$ cat src/rtl/qspi_ce_pkg.sv
package qspi_ce_pkg;
  // register word addresses
  localparam logic [3:0] A_CLK   = 4'd0;
  localparam logic [3:0] A_DEV   = 4'd1;
  localparam logic [3:0] A_CMD   = 4'd2;
  localparam logic [3:0] A_STAT  = 4'd3;
  localparam logic [3:0] A_DATA  = 4'd4;
  localparam logic [3:0] A_IRAW  = 4'd5;
  localparam logic [3:0] A_IENS  = 4'd6;
  localparam logic [3:0] A_IESET = 4'd7;
  localparam logic [3:0] A_IECLR = 4'd8;
  // command function codes
  localparam logic [2:0] FN_RD1 = 3'd1;
  localparam logic [2:0] FN_WR1 = 3'd2;
  localparam logic [2:0] FN_RD2 = 3'd3;
  localparam logic [2:0] FN_INV = 3'd4;
  localparam logic [2:0] FN_RD4 = 3'd7;
  // command field positions
  localparam int CMD_CS_LSB = 28;
  localparam int CMD_WL_LSB = 19;
  localparam int CMD_FN_LSB = 16;
  localparam int CMD_IE_BIT = 14;
endpackage

$ cat src/rtl/qspi_ce_bittimer.sv
module qspi_ce_bittimer #(
  parameter int DIV_W = 16
) (
  input  logic             clk,
  input  logic             rst_n,
  input  logic             run,
  input  logic             clk_en,
  input  logic [DIV_W-1:0] div,
  output logic             lead,
  output logic             trail,
  output logic             slot_end,
  output logic             phase
);
  logic [DIV_W-1:0] cnt_q, cnt_d, span, half;
  logic [DIV_W:0]   span_p1;
  logic             ph_q, ph_d, tick;

  assign span    = (div == '0) ? DIV_W'(1) : div;
  assign span_p1 = {1'b0, span} + 1'b1;
  assign half    = span_p1[DIV_W:1];
  assign tick    = run & clk_en;

  assign lead     = tick & (cnt_q == '0);
  assign trail    = tick & (cnt_q == half);
  assign slot_end = tick & (cnt_q == span);
  assign phase    = ph_q;

  always_comb begin
    cnt_d = cnt_q;
    ph_d  = ph_q;
    if (!run) begin
      cnt_d = '0;
      ph_d  = 1'b0;
    end else if (clk_en) begin
      cnt_d = slot_end ? '0 : cnt_q + 1'b1;
      if (lead)       ph_d = 1'b1;
      else if (trail) ph_d = 1'b0;
    end
  end

  always_ff @(posedge clk or negedge rst_n) begin
    if (!rst_n) begin
      cnt_q <= '0;
      ph_q  <= 1'b0;
    end else begin
      cnt_q <= cnt_d;
      ph_q  <= ph_d;
    end
  end

  // a gated serial clock holds its phase
  a_r5_gated_hold: assert property (@(posedge clk) disable iff (!rst_n)
    (run && !clk_en) |=> $stable(ph_q));
  // a leading edge opens the active half period
  a_r4_lead_phase: assert property (@(posedge clk) disable iff (!rst_n)
    (lead && !trail) |=> ph_q);
endmodule

$ cat src/rtl/qspi_ce_shifter.sv
module qspi_ce_shifter
  import qspi_ce_pkg::*;
(
  input  logic        clk,
  input  logic        rst_n,
  input  logic        start,
  input  logic [2:0]  fn,
  input  logic [4:0]  wl,
  input  logic [31:0] txw,
  input  logic        cpha,
  input  logic        lead,
  input  logic        trail,
  input  logic        slot_end,
  input  logic [3:0]  dq_i,
  output logic        busy,
  output logic        done,
  output logic [31:0] rxw,
  output logic        tx_bit,
  output logic        tx_oe
);
  logic        busy_q, busy_d, first_q, first_d;
  logic [31:0] tx_q, tx_d, rx_q, rx_d;
  logic [5:0]  slot_q, slot_d, nb, last_slot;
  logic [2:0]  fn_q, fn_d;
  logic [4:0]  wl_q, wl_d;
  logic [1:0]  lsh;
  logic        samp, shf;

  always_comb begin
    case (fn_q)
      FN_RD4:  lsh = 2'd2;
      FN_RD2:  lsh = 2'd1;
      default: lsh = 2'd0;
    endcase
  end

  assign nb        = {1'b0, wl_q} + 6'd1;
  assign last_slot = (nb >> lsh) - 6'd1;
  assign samp      = cpha ? trail : lead;
  assign shf       = cpha ? (lead & ~first_q) : trail;
  assign done      = busy_q & slot_end & (slot_q == last_slot);
  assign busy      = busy_q;
  assign rxw       = rx_q;
  assign tx_bit    = tx_q[31];
  assign tx_oe     = busy_q & (fn_q == FN_WR1);

  always_comb begin
    busy_d  = busy_q;
    first_d = first_q;
    tx_d    = tx_q;
    rx_d    = rx_q;
    slot_d  = slot_q;
    fn_d    = fn_q;
    wl_d    = wl_q;
    if (start) begin
      busy_d  = 1'b1;
      first_d = 1'b1;
      tx_d    = txw << (5'd31 - wl);
      rx_d    = '0;
      slot_d  = '0;
      fn_d    = fn;
      wl_d    = wl;
    end else if (busy_q) begin
      if (lead) first_d = 1'b0;
      if (shf)  tx_d = {tx_q[30:0], 1'b0};
      if (samp) begin
        case (fn_q)
          FN_RD4:  rx_d = {rx_q[27:0], dq_i[3:0]};
          FN_RD2:  rx_d = {rx_q[29:0], dq_i[1:0]};
          FN_RD1:  rx_d = {rx_q[30:0], dq_i[1]};
          default: rx_d = rx_q;
        endcase
      end
      if (done)          busy_d = 1'b0;
      else if (slot_end) slot_d = slot_q + 6'd1;
    end
  end

  always_ff @(posedge clk or negedge rst_n) begin
    if (!rst_n) begin
      busy_q  <= 1'b0;
      first_q <= 1'b0;
      tx_q    <= '0;
      rx_q    <= '0;
      slot_q  <= '0;
      fn_q    <= '0;
      wl_q    <= '0;
    end else begin
      busy_q  <= busy_d;
      first_q <= first_d;
      tx_q    <= tx_d;
      rx_q    <= rx_d;
      slot_q  <= slot_d;
      fn_q    <= fn_d;
      wl_q    <= wl_d;
    end
  end

  // busy drops right after the last slot of the word
  a_r9_busy_ends: assert property (@(posedge clk) disable iff (!rst_n)
    done |=> !busy_q);
  // the slot counter never passes the last slot of the word
  a_r3_slot_bound: assert property (@(posedge clk) disable iff (!rst_n)
    busy_q |-> (slot_q <= last_slot));
endmodule

$ cat src/rtl/qspi_ce_frame.sv
module qspi_ce_frame #(
  parameter int NCS    = 4,
  parameter int FLEN_W = 12,
  localparam int CS_W  = (NCS > 1) ? $clog2(NCS) : 1
) (
  input  logic              clk,
  input  logic              rst_n,
  input  logic              start,
  input  logic              inval,
  input  logic              done,
  input  logic [CS_W-1:0]   cs_req,
  input  logic [FLEN_W-1:0] flen_req,
  output logic              cs_act,
  output logic [CS_W-1:0]   cs_idx
);
  logic              act_q, act_d;
  logic [CS_W-1:0]   idx_q, idx_d;
  logic [FLEN_W-1:0] flen_q, flen_d, wcnt_q, wcnt_d;

  assign cs_act = act_q;
  assign cs_idx = idx_q;

  always_comb begin
    act_d  = act_q;
    idx_d  = idx_q;
    flen_d = flen_q;
    wcnt_d = wcnt_q;
    if (inval) begin
      act_d  = 1'b0;
      wcnt_d = '0;
    end else if (start && !act_q) begin
      act_d  = 1'b1;
      idx_d  = cs_req;
      flen_d = flen_req;
      wcnt_d = '0;
    end else if (done) begin
      if (wcnt_q == flen_q) begin
        act_d  = 1'b0;
        wcnt_d = '0;
      end else begin
        wcnt_d = wcnt_q + 1'b1;
      end
    end
  end

  always_ff @(posedge clk or negedge rst_n) begin
    if (!rst_n) begin
      act_q  <= 1'b0;
      idx_q  <= '0;
      flen_q <= '0;
      wcnt_q <= '0;
    end else begin
      act_q  <= act_d;
      idx_q  <= idx_d;
      flen_q <= flen_d;
      wcnt_q <= wcnt_d;
    end
  end

  // an invalidate leaves the select released
  a_r8_inval_release: assert property (@(posedge clk) disable iff (!rst_n)
    inval |=> !act_q);
  // a word short of the frame end keeps the select
  a_r7_hold_mid_frame: assert property (@(posedge clk) disable iff (!rst_n)
    (done && !inval && act_q && (wcnt_q != flen_q)) |=> act_q);
endmodule

$ cat src/rtl/qspi_cmd_engine.sv
module qspi_cmd_engine
  import qspi_ce_pkg::*;
#(
  parameter int NCS    = 4,
  parameter int FLEN_W = 12,
  parameter int DIV_W  = 16
) (
  input  logic           clk,
  input  logic           rst_n,
  input  logic           bus_we,
  input  logic [3:0]     bus_addr,
  input  logic [31:0]    bus_wdata,
  output logic [31:0]    bus_rdata,
  output logic           sclk_o,
  output logic [NCS-1:0] cs_o,
  output logic [3:0]     dq_o,
  output logic [3:0]     dq_oe,
  input  logic [3:0]     dq_i,
  output logic           irq_o
);
  localparam int CS_W  = (NCS > 1) ? $clog2(NCS) : 1;
  localparam int DEV_W = 8 * NCS;

  // reset: asynchronous assert, synchronous release
  logic [1:0] rs_q;
  logic       rstn_i;
  always_ff @(posedge clk or negedge rst_n) begin
    if (!rst_n) rs_q <= 2'b00;
    else        rs_q <= {rs_q[0], 1'b1};
  end
  assign rstn_i = rs_q[1];

  logic             clken_q, clken_d, err_q, err_d, ie_q, ie_d;
  logic             wcraw_q, wcraw_d, wcen_q, wcen_d;
  logic [DIV_W-1:0] div_q, div_d;
  logic [DEV_W-1:0] dev_q, dev_d;
  logic [31:0]      cmd_q, cmd_d, txd_q, txd_d, rxw;
  logic             busy, done, lead, trail, slot_end, phase, tx_bit, tx_oe;
  logic             cs_act, cmd_wr, is_xfer, is_inv, start, inval;
  logic [CS_W-1:0]  cs_idx;
  logic [2:0]       fn_w;
  logic [7:0]       lane;
  logic [NCS-1:0]   cs_on;

  assign fn_w    = bus_wdata[CMD_FN_LSB +: 3];
  assign cmd_wr  = bus_we & (bus_addr == A_CMD);
  assign is_xfer = (fn_w == FN_WR1) | (fn_w == FN_RD1) | (fn_w == FN_RD2) | (fn_w == FN_RD4);
  assign is_inv  = (fn_w == FN_INV);
  assign start   = cmd_wr & ~busy & is_xfer;
  assign inval   = cmd_wr & ~busy & is_inv;
  assign lane    = dev_q[{cs_idx, 3'b000} +: 8];

  qspi_ce_bittimer #(.DIV_W(DIV_W)) u_tmr (
    .clk(clk), .rst_n(rstn_i), .run(busy), .clk_en(clken_q), .div(div_q),
    .lead(lead), .trail(trail), .slot_end(slot_end), .phase(phase));

  qspi_ce_shifter u_shf (
    .clk(clk), .rst_n(rstn_i), .start(start), .fn(fn_w),
    .wl(bus_wdata[CMD_WL_LSB +: 5]), .txw(txd_q), .cpha(lane[2]),
    .lead(lead), .trail(trail), .slot_end(slot_end), .dq_i(dq_i),
    .busy(busy), .done(done), .rxw(rxw), .tx_bit(tx_bit), .tx_oe(tx_oe));

  qspi_ce_frame #(.NCS(NCS), .FLEN_W(FLEN_W)) u_frm (
    .clk(clk), .rst_n(rstn_i), .start(start), .inval(inval), .done(done),
    .cs_req(bus_wdata[CMD_CS_LSB +: CS_W]), .flen_req(bus_wdata[FLEN_W-1:0]),
    .cs_act(cs_act), .cs_idx(cs_idx));

  always_comb begin
    clken_d = clken_q;
    div_d   = div_q;
    dev_d   = dev_q;
    cmd_d   = cmd_q;
    txd_d   = txd_q;
    ie_d    = ie_q;
    err_d   = err_q;
    wcraw_d = wcraw_q;
    wcen_d  = wcen_q;
    if (bus_we) begin
      case (bus_addr)
        A_CLK:   begin clken_d = bus_wdata[31]; div_d = bus_wdata[DIV_W-1:0]; end
        A_DEV:   dev_d = bus_wdata[DEV_W-1:0];
        A_DATA:  txd_d = bus_wdata;
        A_STAT:  if (bus_wdata[2]) err_d = 1'b0;
        A_IENS:  if (bus_wdata[1]) wcraw_d = 1'b0;
        A_IESET: if (bus_wdata[1]) wcen_d = 1'b1;
        A_IECLR: if (bus_wdata[1]) wcen_d = 1'b0;
        default: ;
      endcase
    end
    if (cmd_wr && busy) err_d = 1'b1;
    if (start || inval) begin
      cmd_d = bus_wdata;
      ie_d  = bus_wdata[CMD_IE_BIT] & start;
    end
    if (done && ie_q) wcraw_d = 1'b1;
  end

  always_ff @(posedge clk or negedge rstn_i) begin
    if (!rstn_i) begin
      clken_q <= 1'b0;
      div_q   <= '0;
      dev_q   <= '0;
      cmd_q   <= '0;
      txd_q   <= '0;
      ie_q    <= 1'b0;
      err_q   <= 1'b0;
      wcraw_q <= 1'b0;
      wcen_q  <= 1'b0;
    end else begin
      clken_q <= clken_d;
      div_q   <= div_d;
      dev_q   <= dev_d;
      cmd_q   <= cmd_d;
      txd_q   <= txd_d;
      ie_q    <= ie_d;
      err_q   <= err_d;
      wcraw_q <= wcraw_d;
      wcen_q  <= wcen_d;
    end
  end

  always_comb begin
    case (bus_addr)
      A_CLK:   bus_rdata = {clken_q, {(31-DIV_W){1'b0}}, div_q};
      A_DEV:   bus_rdata = 32'(dev_q);
      A_CMD:   bus_rdata = cmd_q;
      A_STAT:  bus_rdata = {29'd0, err_q, 1'b0, busy};
      A_DATA:  bus_rdata = rxw;
      A_IRAW:  bus_rdata = {30'd0, wcraw_q, 1'b0};
      A_IENS:  bus_rdata = {30'd0, wcraw_q & wcen_q, 1'b0};
      A_IESET,
      A_IECLR: bus_rdata = {30'd0, wcen_q, 1'b0};
      default: bus_rdata = '0;
    endcase
  end

  for (genvar n = 0; n < NCS; n++) begin : g_cs
    assign cs_o[n]  = (cs_act && (cs_idx == CS_W'(n))) ? dev_q[n*8+1] : ~dev_q[n*8+1];
    assign cs_on[n] = (cs_o[n] == dev_q[n*8+1]);
  end

  assign sclk_o = lane[0] ^ phase;
  assign dq_o   = {3'b000, tx_bit};
  assign dq_oe  = {3'b000, tx_oe};
  assign irq_o  = wcraw_q & wcen_q;

  // never more than one select active at a time
  a_r7_one_select: assert property (@(posedge clk) disable iff (!rstn_i)
    $onehot0(cs_on));
  // a command during a word raises the sticky error
  a_r9_err_on_busy: assert property (@(posedge clk) disable iff (!rstn_i)
    (cmd_wr && busy) |=> err_q);
  // a command during a word leaves the readback untouched
  a_r9_cmd_kept: assert property (@(posedge clk) disable iff (!rstn_i)
    (cmd_wr && busy) |=> $stable(cmd_q));
  // an armed word completion sets the raw flag
  a_r10_raw_on_done: assert property (@(posedge clk) disable iff (!rstn_i)
    (done && ie_q) |=> wcraw_q);
  // an invalidate starts no word
  a_r8_no_shift: assert property (@(posedge clk) disable iff (!rstn_i)
    inval |=> !busy);
endmodule

$ cat config.mk
export PLATFORM = sky130hd
export DESIGN_NAME = qspi_cmd_engine
export DESIGN_NICKNAME = d
export VERILOG_FILES = /design/src/rtl/qspi_ce_pkg.sv /design/src/rtl/qspi_ce_bittimer.sv /design/src/rtl/qspi_ce_shifter.sv /design/src/rtl/qspi_ce_frame.sv /design/src/rtl/qspi_cmd_engine.sv
export SDC_FILE = /design/constraint.sdc
export NUM_CORES = 1
export LEC_CHECK = 0
export ABC_AREA = 0
export CAP_MARGIN = 20
export CORE_ASPECT_RATIO = 1.2
export CORE_MARGIN = 2
export CORE_UTILIZATION = 30
export DETAILED_ROUTE_END_ITERATION = 8
export PLACE_DENSITY_LB_ADDON = 0.08
export SETUP_SLACK_MARGIN = 0.02
export SYNTH_ARGS = -nofsm -noshare
export SYNTH_HDL_FRONTEND = slang
export SYNTH_SLANG_ARGS = --single-unit
$ cat constraint.sdc
create_clock -name clk -period 17.81 [get_ports clk]
set_clock_uncertainty 0.2 [all_clocks]
set_input_delay 3.562 -clock clk [delete_from_list [all_inputs] [get_ports clk]]
set_output_delay 3.562 -clock clk [all_outputs]
set_load 0.05 [all_outputs]
==> metrics <==
status=completed; FF-to-FF path depth=9; WL final=46600 um; layout cell share with drive strength beyond 1=15.2%; Clock transition at path regs=0.06 ns; ys async rst share=100%; Port Buffers=82; final worst-path cycle share=59.7%; Initial DRT Pass Iterations=8; average wire per cell in the routed design=21.4 um; post-route cell area=0.0170 mm^2; die footprint=0.0510 mm^2; Post-CTS Setup Bufs=0; DRC Markers=0; top_reg_cell synth=dfrtp_1; Antenna Nets Post-Route=0; setup TNS=0 ns; Area after DPL=0.0160 mm^2; GRT Residual Overflow=0; Sequential cell area=0.00609 mm^2; Yosys cell types=84; CP peak stage delay=1.02 ns; maximum VDD drop=0.0765 mV; crit path cell chain=clkdlybuf4s50_1, nor4b_4, buf_4, a222oi_1, o31ai_1, clkdlybuf4s50_1; area grow syn2layout=14.9%; Rel. slew slack=30.0%; final worst path period need=10.63 ns; Num CTS Buffers=29; XOR/XNOR Fraction of Synth Area=3.90%; count of final setup violators=0; final hold vios=0; die width=207 um; largest net degree at the start of global routing=82; initial drt markers=876; Lkg Pwr=0.00724 uW; most common cell after layout, fill and taps aside=dfrtp_1; crit path DAT=6.87 ns; CP endpoint kind=primary output; CTS tree=built; Synth Register Bits=243; CTS root buf=clkbuf_16; hold buffer count at CTS=0; vias in the first global route=11400; WP buf/inv=3; RSZ-0062 raised after global routing=false; CP Depth=6; Compound-Gate Fraction of Synth Area=12.4%; Max Freq=0.0940 GHz; simple-gate share of the synthesized area=15.9%; Critical Path Start Type=primary input; worst path required time=14.05 ns; routability cong.=0.798; worst skew pair latency=0.59 ns; # IOs=89; clk buf depth=3; DR vias/cell=5.31; DR vias=11600; Seq/Total Area, Yosys=41.2%; Clock Sinks=243; synthesized area per cell=9.79 um^2; Fill cells=4975; Power Density=113 mW/mm^2; critical path class=primary input to primary output; commonest non-fill, non-tap cells in the layout=241 x dfrtp_1, 209 x nand2_1, 135 x mux2i_1; Post-CTS Resized=0; Tightest Hold Check Type=flop to asynchronous set/reset pin; post-synthesis adder-cell area fraction=0.593%; EDFF count, synth=0; H-tree Lvls=1; initial core utilization=30.2%; gr usage total=18.4%; post-synthesis cell count=1508; initial antenna violation count=7; most frequent CP cell=clkdlybuf4s50_1; Synth Cell Area=0.0148 mm^2; Worst Tran Pin Value=1.05 ns; Slew Viols, Final=0; yosys warns=0; mux contribution to synthesized area=20.7%; Max Cap Viol=0; area occupied by multi-input gates=0.00798 mm^2; first-pass GRT wire length=72000 um; die height=247 um; largest family of logic cells by synthesized area=multiplexers; DPL Wire Length=32200 um; crit-path leading delay family=buffers and inverters; row cnt=89; core area=0.0489 mm^2; worst-path maximum fanout=18; cell with the largest stage delay on the worst path=nor4b_4; # nets final=1565
-- worst register-to-register path: cells and delay by family (launching register included) --
family	cells	cell delay (ns)
AO/OA/AOI/OAI	3	1.18
AND/OR/NAND/NOR	5	2.04
buffers and inverters	1	0.52
flip-flops	1	0.39
-- cell type report --
| cell class | count | share of cell area, % |
|---|---|---|
| multi-input combinational | 1102 | 47.0 |
| antenna | 1 | 0.0147 |
| clock buffer | 46 | 5.24 |
| clock inverter | 7 | 0.590 |
| tap | 637 | 4.70 |
| inverter | 34 | 0.752 |
| timing repair buffer | 105 | 5.82 |
| sequential | 243 | 35.9 |
-- registers in the layout, indices dropped and copies added (netlist names), 2 cells and up --
| name | cells |
|---|---|
| cmd_q | 32 |
| dev_q | 32 |
| div_q | 16 |
| rs_q | 2 |
| txd_q | 32 |
| u_frm.cs_idx | 2 |
| u_frm.flen_q | 12 |
| u_frm.wcnt_q | 12 |
| u_shf.fn_q | 3 |
| u_shf.rxw | 32 |
| u_shf.slot_q | 6 |
| u_shf.tx_q | 32 |
| u_shf.wl_q | 5 |
| u_tmr.cnt_q | 16 |
-- per-stage QoR --
step / cells / total power, uW / hold slack [ns] / utilization [%] / worst slack (ns)
global placement: 2120 / 1320 / 0.135 / 32.7 / 7.22
global route: 2175 / 2040 / 0.166 / 34.7 / 6.97
finish: 2175 / 1930 / 0.143 / 34.7 / 7.18
CTS: 2173 / 1960 / 0.155 / 34.7 / 7.14
floorplan: 1513 / 1160 / 0.131 / - / 8.89
detailed placement: 2120 / 1320 / 0.140 / 32.7 / 7.16
-- Yosys cell counts, types with 4 or more instances --
cell / instances / area share, %
nand2b_1: 17 / 0.72
nor3b_1: 4 / 0.20
a21o_1: 4 / 0.20
mux2i_1: 135 / 9.1
or4_1: 4 / 0.20
a31oi_1: 7 / 0.30
a311o_1: 4 / 0.27
mux2_1: 4 / 0.30
ha_1: 7 / 0.59
nor2b_1: 12 / 0.51
a22oi_1: 4 / 0.20
or3_1: 6 / 0.25
nand2_1: 209 / 5.3
mux4_2: 15 / 2.3
buf_6: 8 / 0.61
nor3_1: 13 / 0.44
mux2_2: 118 / 9.0
o21ai_1: 11 / 0.37
xnor2_1: 36 / 2.1
inv_1: 32 / 0.81
nor2_1: 92 / 2.3
a41oi_1: 4 / 0.24
nand4_1: 14 / 0.59
nor4_1: 13 / 0.55
a311oi_1: 4 / 0.24
a211oi_1: 6 / 0.30
clkbuf_1: 81 / 2.1
buf_4: 14 / 0.71
nand3_1: 49 / 1.7
and3_1: 15 / 0.64
o22ai_1: 10 / 0.42
and2_1: 8 / 0.34
o221ai_1: 7 / 0.42
o32ai_1: 4 / 0.24
buf_2: 28 / 0.95
a32o_1: 7 / 0.47
o21ai_0: 58 / 2.0
dfrtp_1: 243 / 41
a222oi_1: 32 / 2.2
and4_1: 6 / 0.36
o31ai_1: 5 / 0.25
xor2_1: 27 / 1.6
a21oi_1: 68 / 2.3
-- path summary, 6_finish.rpt --
kind | from | endpoint | slack [ns]
max | bus_addr[0] | bus_rdata[1] | 7.18
min | rs_q[1]$_DFF_PN0_ | u_frm.flen_q[3]$_DFFE_PN0P_ | 0.14
max reg2reg | u_shf.fn_q[1]$_DFFE_PN0P_ | u_frm.wcnt_q[0]$_DFFE_PN0P_ | 13.39
min reg2reg | rs_q[1]$_DFF_PN0_ | u_frm.flen_q[3]$_DFFE_PN0P_ | 0.14
max in group asynchronous | rst_n | rs_q[1]$_DFF_PN0_ | 14.32
min in group clk | rs_q[0]$_DFF_PN0_ | rs_q[1]$_DFF_PN0_ | 0.15
-- cells by family after synthesis --
group,after synthesis
xor gates and xnor gates,64
muxes,272
DFF,243
adders and majority gates,7
and+or+nand+nor,485
buffers and inverters,168
AOI/OAI and AO/OA,267
other,2
-- power breakdown --
group          switching [uW]  internal (uW)  total [uW]
combinational             289            226         515
sequential                128            664         792
clock                     249            370         619
total                     665           1260        1930
-- routing by layer --
metal / global-route usage (%) / vias up / wire, um
li1: - / 5447 / -
met1: 25.5 / 5791 / 21300
met2: 30.3 / 251 / 22000
met3: 2.49 / 60 / 2230
met4: 4.64 / 4 / 936
met5: 0 / - / 23
Note: power is estimated with default switching activity, not from simulation.
